### config.mk
export PLATFORM = sky130hd
export DESIGN_NAME = shared_bus_ctrl
export DESIGN_NICKNAME = d
export VERILOG_FILES = /design/src/rtl/sbc_pkg.sv /design/src/rtl/sbc_sync.sv /design/src/rtl/sbc_ctrl.sv /design/src/rtl/sbc_dpath.sv /design/src/rtl/shared_bus_ctrl.sv
export SDC_FILE = /design/constraint.sdc
export NUM_CORES = 1
export LEC_CHECK = 0
export BUFFER_PORTS_ARGS = -buffer_cell sky130_fd_sc_hd__buf_2
export CAP_MARGIN = 0
export CELL_PAD_IN_SITES_DETAIL_PLACEMENT = 0
export CELL_PAD_IN_SITES_GLOBAL_PLACEMENT = 1
export CORE_MARGIN = 1.5
export CORE_UTILIZATION = 40
export CTS_BUF_LIST = sky130_fd_sc_hd__clkbuf_4 sky130_fd_sc_hd__clkbuf_8
export DETAILED_ROUTE_END_ITERATION = 10
export HOLD_SLACK_MARGIN = 0.15
export PLACE_DENSITY = 0.7
export SETUP_SLACK_MARGIN = 0.4
export SLEW_MARGIN = 20
export SYNTH_ARGS = -nofsm -noshare
export SYNTH_HDL_FRONTEND = slang
export SYNTH_SLANG_ARGS = --single-unit
export TNS_END_PERCENT = 1
### constraint.sdc
create_clock -name clk -period 2.7 [get_ports clk]
set_clock_uncertainty 0.05 [all_clocks]
set_input_delay 0.27 -clock clk [delete_from_list [all_inputs] [get_ports clk]]
set_output_delay 0.27 -clock clk [all_outputs]
set_load 0.02 [all_outputs]
### src/rtl/sbc_pkg.sv
package sbc_pkg;
  typedef enum logic [3:0] {
    S_IDLE, S_BCAST, S_TWR, S_TRD, S_MREQ, S_MWA, S_MWD, S_MWW, S_MRD
  } seqState_t;

  typedef enum logic [1:0] {DRV_NONE, DRV_MADDR, DRV_MDATA, DRV_RDREG} drvSel_t;

  typedef struct packed {
    logic    writeReg;
    logic    fetch;
    logic    latchIdx;
    logic    armTag;
    logic    fifoPush;
    logic    latchMst;
    logic    latchRd;
    drvSel_t drvSel;
  } strobes_t;
endpackage

### src/rtl/sbc_sync.sv
module sbc_sync #(
  parameter int W      = 3,
  parameter int STAGES = 2
) (
  input  logic         clk,
  input  logic         rstN,
  input  logic [W-1:0] d,
  output logic [W-1:0] q
);
  logic [W-1:0] pipe [STAGES];

  for (genvar s = 0; s < STAGES; s++) begin : g_stage
    always_ff @(posedge clk or negedge rstN) begin
      if (!rstN)       pipe[s] <= '0;
      else if (s == 0) pipe[s] <= d;
      else             pipe[s] <= pipe[(s == 0) ? 0 : s-1];
    end
  end

  assign q = pipe[STAGES-1];
endmodule

### src/rtl/sbc_ctrl.sv
module sbc_ctrl
  import sbc_pkg::*;
#(
  parameter int TIMEOUT = 256
) (
  input  logic     clk,
  input  logic     rstN,
  input  logic     stbS,
  input  logic     doneS,
  input  logic     grantS,
  input  logic     aleIn,
  input  logic     wrIn,
  input  logic     isBcast,
  input  logic     isTarget,
  input  logic     reqStart,
  input  logic     mstWrite,
  output strobes_t st,
  output logic     busDirOut,
  output logic     oePioIn,
  output logic     oePioOut,
  output logic     fifoWen,
  output logic     strobeOut,
  output logic     aleOut,
  output logic     wrOut,
  output logic     reqOut,
  output logic     doneOut,
  output logic     doneLocal,
  output logic     errTimeout,
  output logic     busy
);
  localparam int TMR_W = (TIMEOUT > 2) ? $clog2(TIMEOUT) : 1;
  localparam logic [TMR_W-1:0] TMR_LAST = TMR_W'(TIMEOUT - 1);

  seqState_t state, nxt;
  logic stbPrev, donePrev, pend;
  logic [TMR_W-1:0] timer;
  logic stbRise, doneRise, addrEv, dataEv, accept, timerHit;
  logic doneEv, finEv, abortEv;

  assign stbRise  = stbS & ~stbPrev;
  assign doneRise = doneS & ~donePrev;
  assign addrEv   = stbRise & aleIn;
  assign dataEv   = stbRise & ~aleIn;
  assign busy     = (state != S_IDLE) | pend;
  assign accept   = reqStart & ~busy;
  assign timerHit = (timer == TMR_LAST);

  always_comb begin
    nxt         = state;
    st          = '0;
    st.latchMst = accept;
    doneEv      = 1'b0;
    finEv       = 1'b0;
    abortEv     = 1'b0;
    case (state)
      S_IDLE, S_BCAST: begin
        if (addrEv) begin
          if (isBcast) begin
            nxt = S_BCAST; st.armTag = 1'b1;
          end else if (isTarget && wrIn) begin
            nxt = S_TWR; st.latchIdx = 1'b1;
          end else if (isTarget) begin
            nxt = S_TRD; st.fetch = 1'b1; doneEv = 1'b1;
          end else begin
            nxt = S_IDLE;
          end
        end else if (state == S_BCAST && dataEv) begin
          st.fifoPush = 1'b1;
        end else if (state == S_IDLE && pend) begin
          nxt = S_MREQ;
        end
      end
      S_TWR: if (dataEv) begin
        st.writeReg = 1'b1; doneEv = 1'b1; nxt = S_IDLE;
      end
      S_TRD: begin
        st.drvSel = DRV_RDREG;
        if (!stbS) nxt = S_IDLE;
      end
      S_MREQ: if (grantS) nxt = mstWrite ? S_MWA : S_MRD;
      S_MWA: begin st.drvSel = DRV_MADDR; nxt = S_MWD; end
      S_MWD: begin st.drvSel = DRV_MDATA; nxt = S_MWW; end
      S_MWW: begin
        st.drvSel = DRV_MDATA;
        if (doneRise)      begin finEv = 1'b1; nxt = S_IDLE; end
        else if (timerHit) begin abortEv = 1'b1; nxt = S_IDLE; end
      end
      S_MRD: begin
        st.drvSel = DRV_MADDR;
        if (doneRise)      begin st.latchRd = 1'b1; finEv = 1'b1; nxt = S_IDLE; end
        else if (timerHit) begin abortEv = 1'b1; nxt = S_IDLE; end
      end
      default: nxt = S_IDLE;
    endcase
  end

  always_ff @(posedge clk or negedge rstN) begin
    if (!rstN) begin
      state      <= S_IDLE;
      stbPrev    <= 1'b0;
      donePrev   <= 1'b0;
      pend       <= 1'b0;
      timer      <= '0;
      doneOut    <= 1'b0;
      doneLocal  <= 1'b0;
      errTimeout <= 1'b0;
    end else begin
      state     <= nxt;
      stbPrev   <= stbS;
      donePrev  <= doneS;
      doneOut   <= doneEv;
      doneLocal <= finEv | abortEv;
      if (accept)                               pend <= 1'b1;
      else if (state == S_IDLE && nxt == S_MREQ) pend <= 1'b0;
      if (abortEv)     errTimeout <= 1'b1;
      else if (accept) errTimeout <= 1'b0;
      if (state == S_MWW || state == S_MRD) timer <= timer + 1'b1;
      else                                  timer <= '0;
    end
  end

  assign fifoWen   = (state == S_BCAST);
  assign oePioIn   = (state == S_TWR) || (state == S_MRD);
  assign oePioOut  = (state == S_TRD) || (state == S_MWA) || (state == S_MWD) || (state == S_MWW);
  assign busDirOut = (state == S_MWA) || (state == S_MWD) || (state == S_MWW) || (state == S_MRD);
  assign strobeOut = (state == S_MWA) || (state == S_MWD) || (state == S_MRD);
  assign aleOut    = (state == S_MWA) || (state == S_MRD);
  assign wrOut     = (state == S_MWA) || (state == S_MWD) || (state == S_MWW);
  assign reqOut    = busDirOut || (state == S_MREQ);
endmodule

### src/rtl/sbc_dpath.sv
module sbc_dpath
  import sbc_pkg::*;
#(
  parameter int               DW            = 32,
  parameter int               NREGS         = 8,
  parameter int               REGION_W      = 4,
  parameter logic [REGION_W-1:0] BCAST_REGION  = 4'hB,
  parameter logic [REGION_W-1:0] TARGET_REGION = 4'hA
) (
  input  logic          clk,
  input  logic          rstN,
  input  strobes_t      st,
  input  logic [DW-1:0] busAdIn,
  input  logic [DW-1:0] reqAddr,
  input  logic [DW-1:0] reqWdata,
  input  logic          reqWrite,
  output logic [DW-1:0] busAdOut,
  output logic          isBcast,
  output logic          isTarget,
  output logic          mstWrite,
  output logic [DW-1:0] rdData,
  output logic          fifoWclk,
  output logic          fifoFirst,
  output logic [DW-1:0] fifoData
);
  localparam int IDX_W = (NREGS > 1) ? $clog2(NREGS) : 1;

  logic [DW-1:0]    regFile [NREGS];
  logic [DW-1:0]    rdReg, mAddr, mData;
  logic [IDX_W-1:0] tgtIdx;
  logic             tagArm;

  assign isBcast  = (busAdIn[DW-1 -: REGION_W] == BCAST_REGION);
  assign isTarget = (busAdIn[DW-1 -: REGION_W] == TARGET_REGION);

  for (genvar g = 0; g < NREGS; g++) begin : g_reg
    always_ff @(posedge clk or negedge rstN) begin
      if (!rstN) regFile[g] <= '0;
      else if (st.writeReg && tgtIdx == IDX_W'(g)) regFile[g] <= busAdIn;
    end
  end

  always_ff @(posedge clk or negedge rstN) begin
    if (!rstN) begin
      rdReg <= '0; mAddr <= '0; mData <= '0; mstWrite <= 1'b0;
      tgtIdx <= '0; tagArm <= 1'b0; rdData <= '0;
      fifoWclk <= 1'b0; fifoFirst <= 1'b0; fifoData <= '0;
    end else begin
      if (st.fetch)    rdReg  <= regFile[busAdIn[IDX_W-1:0]];
      if (st.latchIdx) tgtIdx <= busAdIn[IDX_W-1:0];
      if (st.latchMst) begin
        mAddr <= reqAddr; mData <= reqWdata; mstWrite <= reqWrite;
      end
      if (st.latchRd) rdData <= busAdIn;
      if (st.armTag)        tagArm <= 1'b1;
      else if (st.fifoPush) tagArm <= 1'b0;
      fifoWclk  <= st.fifoPush;
      fifoFirst <= st.fifoPush & tagArm;
      if (st.fifoPush) fifoData <= busAdIn;
    end
  end

  always_comb begin
    case (st.drvSel)
      DRV_MADDR: busAdOut = mAddr;
      DRV_MDATA: busAdOut = mData;
      DRV_RDREG: busAdOut = rdReg;
      default:   busAdOut = '0;
    endcase
  end
endmodule

### src/rtl/shared_bus_ctrl.sv
module shared_bus_ctrl
  import sbc_pkg::*;
#(
  parameter int DW      = 32,
  parameter int NREGS   = 8,
  parameter int TIMEOUT = 256
) (
  input  logic          clk,
  input  logic          rstN,
  input  logic [DW-1:0] busAdIn,
  output logic [DW-1:0] busAdOut,
  output logic          busDirOut,
  input  logic          aleIn,
  input  logic          wrIn,
  input  logic          strobeIn,
  input  logic          doneIn,
  output logic          aleOut,
  output logic          wrOut,
  output logic          strobeOut,
  output logic          doneOut,
  output logic          reqOut,
  input  logic          grantIn,
  output logic          oePioIn,
  output logic          oePioOut,
  output logic          fifoWen,
  output logic          fifoWclk,
  output logic          fifoFirst,
  output logic [DW-1:0] fifoData,
  input  logic [DW-1:0] reqAddr,
  input  logic [DW-1:0] reqWdata,
  input  logic          reqWrite,
  input  logic          reqStart,
  output logic          busy,
  output logic          doneLocal,
  output logic [DW-1:0] rdData,
  output logic          errTimeout
);
  strobes_t   st;
  logic [2:0] syncQ;
  logic       isBcast, isTarget, mstWrite;

  sbc_sync #(.W(3), .STAGES(2)) u_sync (
    .clk(clk), .rstN(rstN), .d({strobeIn, doneIn, grantIn}), .q(syncQ)
  );

  sbc_ctrl #(.TIMEOUT(TIMEOUT)) u_ctrl (
    .clk(clk), .rstN(rstN), .stbS(syncQ[2]), .doneS(syncQ[1]), .grantS(syncQ[0]),
    .aleIn(aleIn), .wrIn(wrIn), .isBcast(isBcast), .isTarget(isTarget),
    .reqStart(reqStart), .mstWrite(mstWrite), .st(st),
    .busDirOut(busDirOut), .oePioIn(oePioIn), .oePioOut(oePioOut), .fifoWen(fifoWen),
    .strobeOut(strobeOut), .aleOut(aleOut), .wrOut(wrOut), .reqOut(reqOut),
    .doneOut(doneOut), .doneLocal(doneLocal), .errTimeout(errTimeout), .busy(busy)
  );

  sbc_dpath #(.DW(DW), .NREGS(NREGS)) u_dpath (
    .clk(clk), .rstN(rstN), .st(st), .busAdIn(busAdIn), .reqAddr(reqAddr),
    .reqWdata(reqWdata), .reqWrite(reqWrite), .busAdOut(busAdOut),
    .isBcast(isBcast), .isTarget(isTarget), .mstWrite(mstWrite), .rdData(rdData),
    .fifoWclk(fifoWclk), .fifoFirst(fifoFirst), .fifoData(fifoData)
  );
endmodule

# Yosys cells after proc, flatten, opt, wreduce, memory -nomap -nowiden

Cells that the tools add are included.

Register bits: 447
Bits in latches: 0
Bits in writable memories: 0
Memory bits (read-only): 0
Bits of input ports: 105
Output and inout port bits: 110
Word-level logic and storage cells: 143
Memories: 0

Add/subtract/negate cells: 1
Multipliers: 0
Divide/modulo/power cells: 0
$lt $le $gt $ge: 1
Equality and inequality tests: 22
Shift operators: 0
Muxes and demuxes: 45
Bitwise gates (word level): 13
Reductions and logical operators: 33

Operators by type and width:

| cell                                                                   | number |
|---|---|
| 32-bit binary-select mux with 3-bit select                             | 1 |
| 32-bit one-hot mux with 3 select lines                                 | 1 |
| 32-bit 2-to-1 mux                                                      | 2 |
| 4-bit 2-to-1 mux                                                       | 11 |
| 4-bit one-hot mux with 7 select lines                                  | 1 |
| 1-bit 2-to-1 mux                                                       | 22 |
| 4-bit by 3-bit equality test with 1-bit output (second input constant) | 5 |
| 3-bit equality test (second input constant)                            | 4 |
| 4-bit equality test (second input constant)                            | 3 |
| 1-bit logical AND                                                      | 12 |
| 1-bit logical OR                                                       | 11 |
| 8-bit by 1-bit adder with 8-bit output (second input constant)         | 1 |
| 4-bit by 2-bit equality test with 1-bit output (second input constant) | 2 |
| 8-bit equality test (second input constant)                            | 1 |
| 8-bit 2-to-1 mux                                                       | 1 |
| 2-bit OR reduction                                                     | 4 |
| 1-bit bitwise AND                                                      | 6 |
| 3-bit by 2-bit equality test with 1-bit output (second input constant) | 2 |
| 2-bit 2-to-1 mux                                                       | 3 |
| 2-bit one-hot mux with 3 select lines                                  | 1 |
| 2-bit nonzero test                                                     | 3 |
| 2-bit equality test (second input constant)                            | 2 |
| 4-bit by 1-bit equality test with 1-bit output (second input constant) | 1 |
| 4-bit >= comparator (second input constant)                            | 1 |
| other kinds (10)                                                       | 14 |

# Longest topological paths before layout

Gate-level depths: netlist of run 1.

Word-level depth: 11
Gate-level depth with buffers: 7
Mapped depth without buffers: 4

# Modules after synthesis

Synthesis of run 1 repeated with hierarchy kept, for this count alone.

Cells, all modules: 1444
Area total of the unflattened synthesis: 20035.5 sq um

By module, submodules not included:

| module    | instances | cells each | area each (sq um) | sequential area each (sq um) |
|---|---|---|---|---|
| sbc_dpath | 1         | 1313       | 18771.8           | 10585.2 |
| sbc_ctrl  | 1         | 122        | 1091.0            | 450.4 |
| sbc_sync  | 1         | 9          | 172.7             | 150.1 |

# Worst setup path after synthesis of run 1

No wires, ideal clock.

Kind: reg-to-output
Start: register u_ctrl.state[2]
End: output busAdOut[0]
Arrival time: 1.802 ns
Slack: 0.578 ns
Cell stages (with the launch flop): 7
Cells stage by stage: dfrtp_1 > buf_2 > or3b_1 > a21oi_1 > nor2b_1 > clkbuf_1 > nor2_1

Longest elaborated chain between the ends: 5

Ends and longest elaborated chain:

| item                                                                                         | line                  | text |
|---|---|---|
| start, declared                                                                              | sbc_ctrl.sv:34        | `seqState_t state, nxt;` |
| start signal, assigned                                                                       | sbc_ctrl.sv:108       | `state <= nxt;` |
| 4-bit by 3-bit equality test with 1-bit output / 4-bit equality test (equally long branches) | sbc_ctrl.sv:55        | `case (state)` |
| 2-bit OR reduction (no source line)                                                          | n/a                   |  |
| 2-bit one-hot mux with 3 select lines *                                                      | sbc_ctrl.sv:55        |  |
| 2-bit equality test / 2-bit by 1-bit equality test with 1-bit output (equally long branches) | sbc_dpath.sv:64       | `case (st.drvSel)` |
| 32-bit one-hot mux with 3 select lines *                                                     | sbc_dpath.sv:64       |  |
| end, declared                                                                                | shared_bus_ctrl.sv:11 | `output logic [DW-1:0] busAdOut,` |

Every way passes the cells marked *; elsewhere a longest branch is shown, timed or not.

# Final worst setup path of run 1

Start: register u_ctrl.state[1]
End: output busAdOut[16]

The elaborated chain is that of the path after synthesis.

==> results of run 1 <==
## state kept, by name, summed over array words and instances (netlist names), 4 cells and up
signal,count
u_dpath.mData,32
u_dpath.fifoData,32
u_dpath.rdReg,32
u_dpath.mAddr,32
u_dpath.rdData,32
u_ctrl.timer,8
u_dpath.regFile,256
u_ctrl.state,4
## per-stage QoR
| step | worst slack (ns) | instance area, sq um | setup TNS [ns] | hold WS [ns] | power [uW] |
|---|---|---|---|---|---|
| floorplan | 0.5776 | 19270 | 0 | -0.07559 | 12000 |
| global placement | 0.4230 | 21300 | 0 | 0.2332 | 13590 |
| detailed placement | 0.3711 | 21300 | 0 | 0.2283 | 13750 |
| CTS | 0.02137 | 24220 | 0 | 0.1924 | 20850 |
| global route | -0.04512 | 24270 | -0.3782 | 0.2332 | 21750 |
| finish | 0.06970 | 24270 | 0 | 0.2476 | 20610 |
## synth_stat cells, drive strengths merged (6+ instances only)
cell / instances / area share (%)
dfrtp: 447 / 58
mux2: 388 / 23
buf: 83 / 2.1
mux4: 64 / 7.5
nand2: 44 / 0.86
nor2: 42 / 0.82
o21ai: 33 / 0.86
a222oi: 32 / 1.7
mux2i: 32 / 1.7
clkbuf: 31 / 0.60
inv: 16 / 0.31
nand2b: 6 / 0.19
nand3: 6 / 0.16
nor3: 6 / 0.18
## path summary, 6_finish.rpt
check,end,cells after the start
worst max-delay path,busAdOut[16],6
worst min-delay path,u_sync.pipe[5],2
worst max register to register,u_dpath.fifoData[24],6
worst min register to register,u_sync.q[2],0
max in group asynchronous,u_dpath.rdReg[28],4
min in group asynchronous,u_dpath.rdData[24],3
## per-layer routing
| metal | track usage, % | wire length, um | vias up |
|---|---|---|---|
| met5 | 0 | 0 | - |
| met4 | 5.859 | 777 | 0 |
| met3 | 3.504 | 1971 | 54 |
| met2 | 29.29 | 20980 | 271 |
| met1 | 27.96 | 22550 | 6298 |
| li1 | - | - | 5407 |
## critical path, cell delays in order, from the launching register on
cell      delay, ns
dfrtp_1        0.35
inv_1          0.08
or3_4          0.41
buf_12         0.17
a222oi_1       0.41
nor2_1         0.07
buf_2          0.18
## timing repair
item / CTS / global route
cloned: 0 / 0
buffers inserted: 7 / 0
endpoints found under the hold margin: 820 / 0
gates resized for setup: 11 / 11
setup endpoints to repair: 48 / 209
hold buffers: 106 / 0
pin swaps: 1 / 7
## final cells by class
class / count / area, sq um / share of cell area (%)
clock buffers: 127 / 1623 / 6.687
repair buffers: 376 / 2902 / 11.96
clock inverters: 14 / 127.6 / 0.5259
inverters: 16 / 60.06 / 0.2475
flip-flops and latches: 447 / 11190 / 46.11
diodes: 2 / 5.005 / 0.02062
well taps: 615 / 769.5 / 3.171
multi-input cells: 707 / 7594 / 31.29
## power by group through the flow
stage / clock (uW) / sequential [uW] / combinational, uW
after CTS: 6950 / 8700 / 5210
after global routing: 7290 / 8880 / 5580
after floorplan: 0 / 9210 / 2790
final: 6730 / 8710 / 5180
after detailed placement: 0 / 8830 / 4920
after global placement: 0 / 8750 / 4840
## logic make-up after synthesis
group / Yosys count
multiplexers: 484
flip-flops: 447
AND/OR/NAND/NOR: 139
buffers and inverters: 130
AO/OA/AOI/OAI: 76
XOR/XNOR: 7
adder cells (fa/ha/maj): 1
==> results.toml, run 1 <==
[outcome]
status = "finished clean"

[logic_synthesis]
synth_top_family_by_area = "multiplexers"
synth_area_sq_um = 19270
synthAdderAreaFrac_pct = 0.06492
synth_xor_xnor_area_share_pct = 0.3181
async_flop_share_pct = 100.0
muxShareOfSynthArea_pct = 31.81
ys_ff_latch = 447
synthSimpleGateAreaFrac_pct = 3.772
synth_ff_type = "dfrtp_1"
ys_warn_count = 0
synth_edf_count = 0
seq_area_frac_synth_pct = 58.04
synthCells = 1284
ys_types = 45
avgSynthCellArea_sq_um = 15.01
syn-num-nets = 1390
synth-compound-area-share_pct = 2.941

[floorplanning]
design.core.area_sq_um = 47650
start_util_pct = 40.45
pin_count = 215
rows = 80
die_height_um = 222.5
chipWidth_um = 222.5
die_area_sq_um = 49510

[setup_path]
cp_max_fo = 21
worst_setup_path_start_kind = "flip-flop"
path_class = "flip-flop to output port"
worstPathArrival_ns = 2.31
r2r-start = "u_ctrl.state[1]"
required_ns = 2.38
critPathLaunch = "u_ctrl.state[1]"
endpoint_kind = "output port"
r2r_slack_ns = 0.44

[clock_network]
cts_sinks = 447
root_buffer = "clkbuf_8"
cts_tree = "built"
clk_latency_ns = 0.63
htreeDepth = 3
clk_pin_slew_worst_paths_ns = 0.06
clockBufferDepth = 3
cts_buffers = 80

[sta]
fmax_mhz = 380.2
relSlewSlack_pct = 57.66
rsz0062_at_grt = "yes"
finalCriticalPeriod_ns = 2.630
hold_viol = 0
tightest_slew_ns = 0.6303
fin_crit_sh_pct = 97.42
finalMaxSlewViolations = 0
finalSetupViolations = 0

[finish]
layoutNonFillerInstCount = 2304
mostFrequentLayoutCells = "dfrtp_1 (444), mux2_2 (374), buf_2 (209), clkbuf_8 (107), dlygate4sd3_1 (105)"
layout_commonest_cell = "dfrtp_1"
drive_above_1_share_pct = 52.05
fin_nets = 1734
fillerInstances = 4079
area_growth_pct = 25.93
post-route-util_pct = 50.94

[global_routing]
grt_start_max_net_pins = 67
grtUsageTotal_pct = 19.22
grt_overflow = 0
grt_pass1_wl_mm = 74.15
antenna_found_initial = 1
grt_pass1_vias = 12890

[placed_design]
dp.cells = 2048
dpl.hpwl_mm = 28.50
port_buffers = 214
place_congestion = 0.7696

[routing]
routed-via-count = 12030
drc_errors = 0
first_pass_iters = 6
drt_iter0_drc = 667
wl_per_cell_um = 20.08
finalWirelength_mm = 46.27
drtAntennaViolNets = 0
avgViaCountPerCell = 5.221

[worst_hold_path]
hp-class = "input port to flip-flop"
hp-start = "strobeIn"

[power]
p_comb_share_pct = 25.1
vdd_drop_max_mv = 0.5244
p_leak_uw = 0.01189
pwr-share-clk_pct = 32.7
seqPwrFrac_pct = 42.2
switching_share_pct = 29.57
p_per_area_nw_per_um2 = 849.3
p_switching_uw = 6095
p_int_uw = 14520

[flow_run]
cap_violations = 0
No activity file was read; power rests on OpenSTA's default activity.
==> run 2: changes to the inputs <==
--- a/config.mk
+++ b/config.mk
@@ -9,7 +9,7 @@
 export CAP_MARGIN = 0
 export CELL_PAD_IN_SITES_DETAIL_PLACEMENT = 0
 export CELL_PAD_IN_SITES_GLOBAL_PLACEMENT = 1
-export CORE_MARGIN = 1.5
+export CORE_MARGIN = 10
 export CORE_UTILIZATION = 40
 export CTS_BUF_LIST = sky130_fd_sc_hd__clkbuf_4 sky130_fd_sc_hd__clkbuf_8
 export DETAILED_ROUTE_END_ITERATION = 10
==> run 2 against run 1 <==
Against the previous run: the run now ends with negative setup slack left; combinational power is 7.9% higher; critical path depth is 1 higher; sequential cell count stayed put; register-to-register slack worse by 0.05 ns; power is 0.29% higher; hold slack worse by 0.057 ns; cell area is 0.48% higher; maximum frequency is 5.1% lower; highest routed layer unchanged.
==> results.toml, run 2 (synthesis gave the netlist of run 1 again) <==
[global_routing]
grt_overflow = 0
grt_start_max_net_pins = 74
grtUsageTotal_pct = 17.30
antenna_found_initial = 3
grt_pass1_vias = 13070
grt_pass1_wl_mm = 77.09

[floorplanning]
die_height_um = 239.5
rows = 80
die_area_sq_um = 57360
pin_count = 215
chipWidth_um = 239.5
design.core.area_sq_um = 47650
start_util_pct = 40.45

[clock_network]
root_buffer = "clkbuf_8"
clk_latency_ns = 0.66
htreeDepth = 3
cts_buffers = 80
cts_tree = "built"
cts_sinks = 447
clockBufferDepth = 3
clk_pin_slew_worst_paths_ns = 0.05

[setup_path]
path_cells = "buf_6, nor2_2, or3_4, buf_12, a222oi_1, nor2_1, buf_4"
worst-path-stages = 7
cp_max_fo = 11
ff2ff_path_depth = 8
required_ns = 2.38
critPathTopFamily = "simple AND/OR/NAND/NOR gates"
cpMaxStageDelayCell = "or3_4"
worstPathArrival_ns = 2.45
critPathLaunch = "u_ctrl.state[0]"
path_buf_inv = 3
r2r-start = "u_ctrl.state[0]"
endpoint_kind = "output port"
slowest_delay_ns = 0.43
worst_setup_path_start_kind = "flip-flop"
path_class = "flip-flop to output port"

[power]
p_per_area_nw_per_um2 = 847.7
vdd_drop_max_mv = 0.4589
p_leak_uw = 0.01195

[finish]
fin_nets = 1743
largest_reg_flops = 256
layout_commonest_cell = "dfrtp_1"
mostFrequentLayoutCells = "dfrtp_1 (447), mux2_2 (374), buf_2 (190), dlygate4sd3_1 (102), clkbuf_8 (98)"
layoutNonFillerInstCount = 2308
drive_above_1_share_pct = 52.25
area_growth_pct = 26.53
regMostFlops = "u_dpath.regFile"

[sta]
fmax_mhz = 360.9
fin_crit_sh_pct = 102.6
tightest_slew_ns = 0.6783
hold_slack_ns = 0.1907
finalSetupViolations = 13
finalMaxSlewViolations = 0
finalCriticalPeriod_ns = 2.771
relSlewSlack_pct = 54.61
worst_slack_ns = -0.07065
hold_viol = 0
rsz0062_at_grt = "yes"

[worst_hold_path]
hp-class = "input port to flip-flop"
hp-start = "busAdIn[0]"
min_delay_path_depth = 2

[routing]
drtAntennaViolNets = 0
drc_errors = 0
wl_per_cell_um = 21.29
routed-via-count = 12050
finalWirelength_mm = 49.13
first_pass_iters = 6
avgViaCountPerCell = 5.219
drt_iter0_drc = 815

[placed_design]
dpl.hpwl_mm = 30.20
dp.cells = 2047
place_congestion = 0.7410
port_buffers = 214

[outcome]
status = "complete, but fails checks"
violations = "negative setup slack"

[flow_run]
cap_violations = 0
-- run 2: cell types whose count changed in the layout (fill, tap and decap cells not counted), sizes merged, moves of 2 or more --
cell         before  now
bufinv            2    0
buf             271  281
clkbuf          127  125
dlygate4sd3     105  102
inv              16   19
-- run 2: worst reg2reg max path, cell delays in order (launching register included) --
cell and delay (ns):
dfrtp_1 0.39, buf_6 0.14, buf_4 0.15, buf_4 0.15
nor4_1 0.29, buf_4 0.17, nand3b_1 0.14, clkbuf_16 0.28
mux2_2 0.42
-- run 2: final timing paths --
kind | slack [ns] | end
min in group asynchronous | 0.26 | u_dpath.fifoData[24]
max in group asynchronous | 1.87 | u_dpath.rdData[2]
hold / removal | 0.19 | u_dpath.rdData[0]
setup / recovery | -0.07 | busAdOut[18]
setup reg to reg | 0.39 | u_dpath.mAddr[7]
hold reg to reg | 0.30 | u_sync.q[0]
-- run 2: layer usage --
| layer | track usage, % | part of all wire (%) | wire, um |
|---|---|---|---|
| met1 | 24.15 | 47 | 23260 |
| met2 | 26.27 | 45 | 22300 |
| met3 | 3.781 | 4.9 | 2390 |
| met4 | 5.692 | 2.4 | 1187 |
| met5 | 0 | 0 | 0 |
-- run 2: repair_timing --
action | 4_1_cts | 5_1_grt
pin swaps | 25 | 10
gates resized for setup | 60 | 11
endpoints found under the setup margin | 120 | 208
buffers inserted | 13 | 4
hold endpoints to repair | 817 | 0
hold buffers | 103 | 0
gates cloned | 3 | 0
-- run 2: where the power goes --
part	switching (uW)	internal [uW]	total [uW]
clock	2790	3630	6420
sequential	641	8020	8660
combinational	2840	2750	5590
total	6270	14400	20700
-- run 2: area by class of cell --
cell class	instances	area, sq um
diodes	1	2.502
clock buffers	124	1544
clock inverters	13	86.33
fillers	4038	23260
inverters	16	60.06
multi-input cells	708	7626
flip-flops and latches	447	11190
well taps	615	769.5
repair buffers	384	3112
-- run 2: stage by stage --
step                util [%]  setup slack, ns  setup TNS, ns  area [sq um]  power [uW]
floorplan                  -           0.5776              0         19270       12000
global placement       44.65           0.4093              0         21270       13620
detailed placement     44.65           0.3405              0         21270       13780
CTS                    51.02         -0.08093         -1.076         24310       20890
global route           51.18          -0.1599         -3.871         24390       21770
finish                 51.18         -0.07065        -0.2036         24390       20670
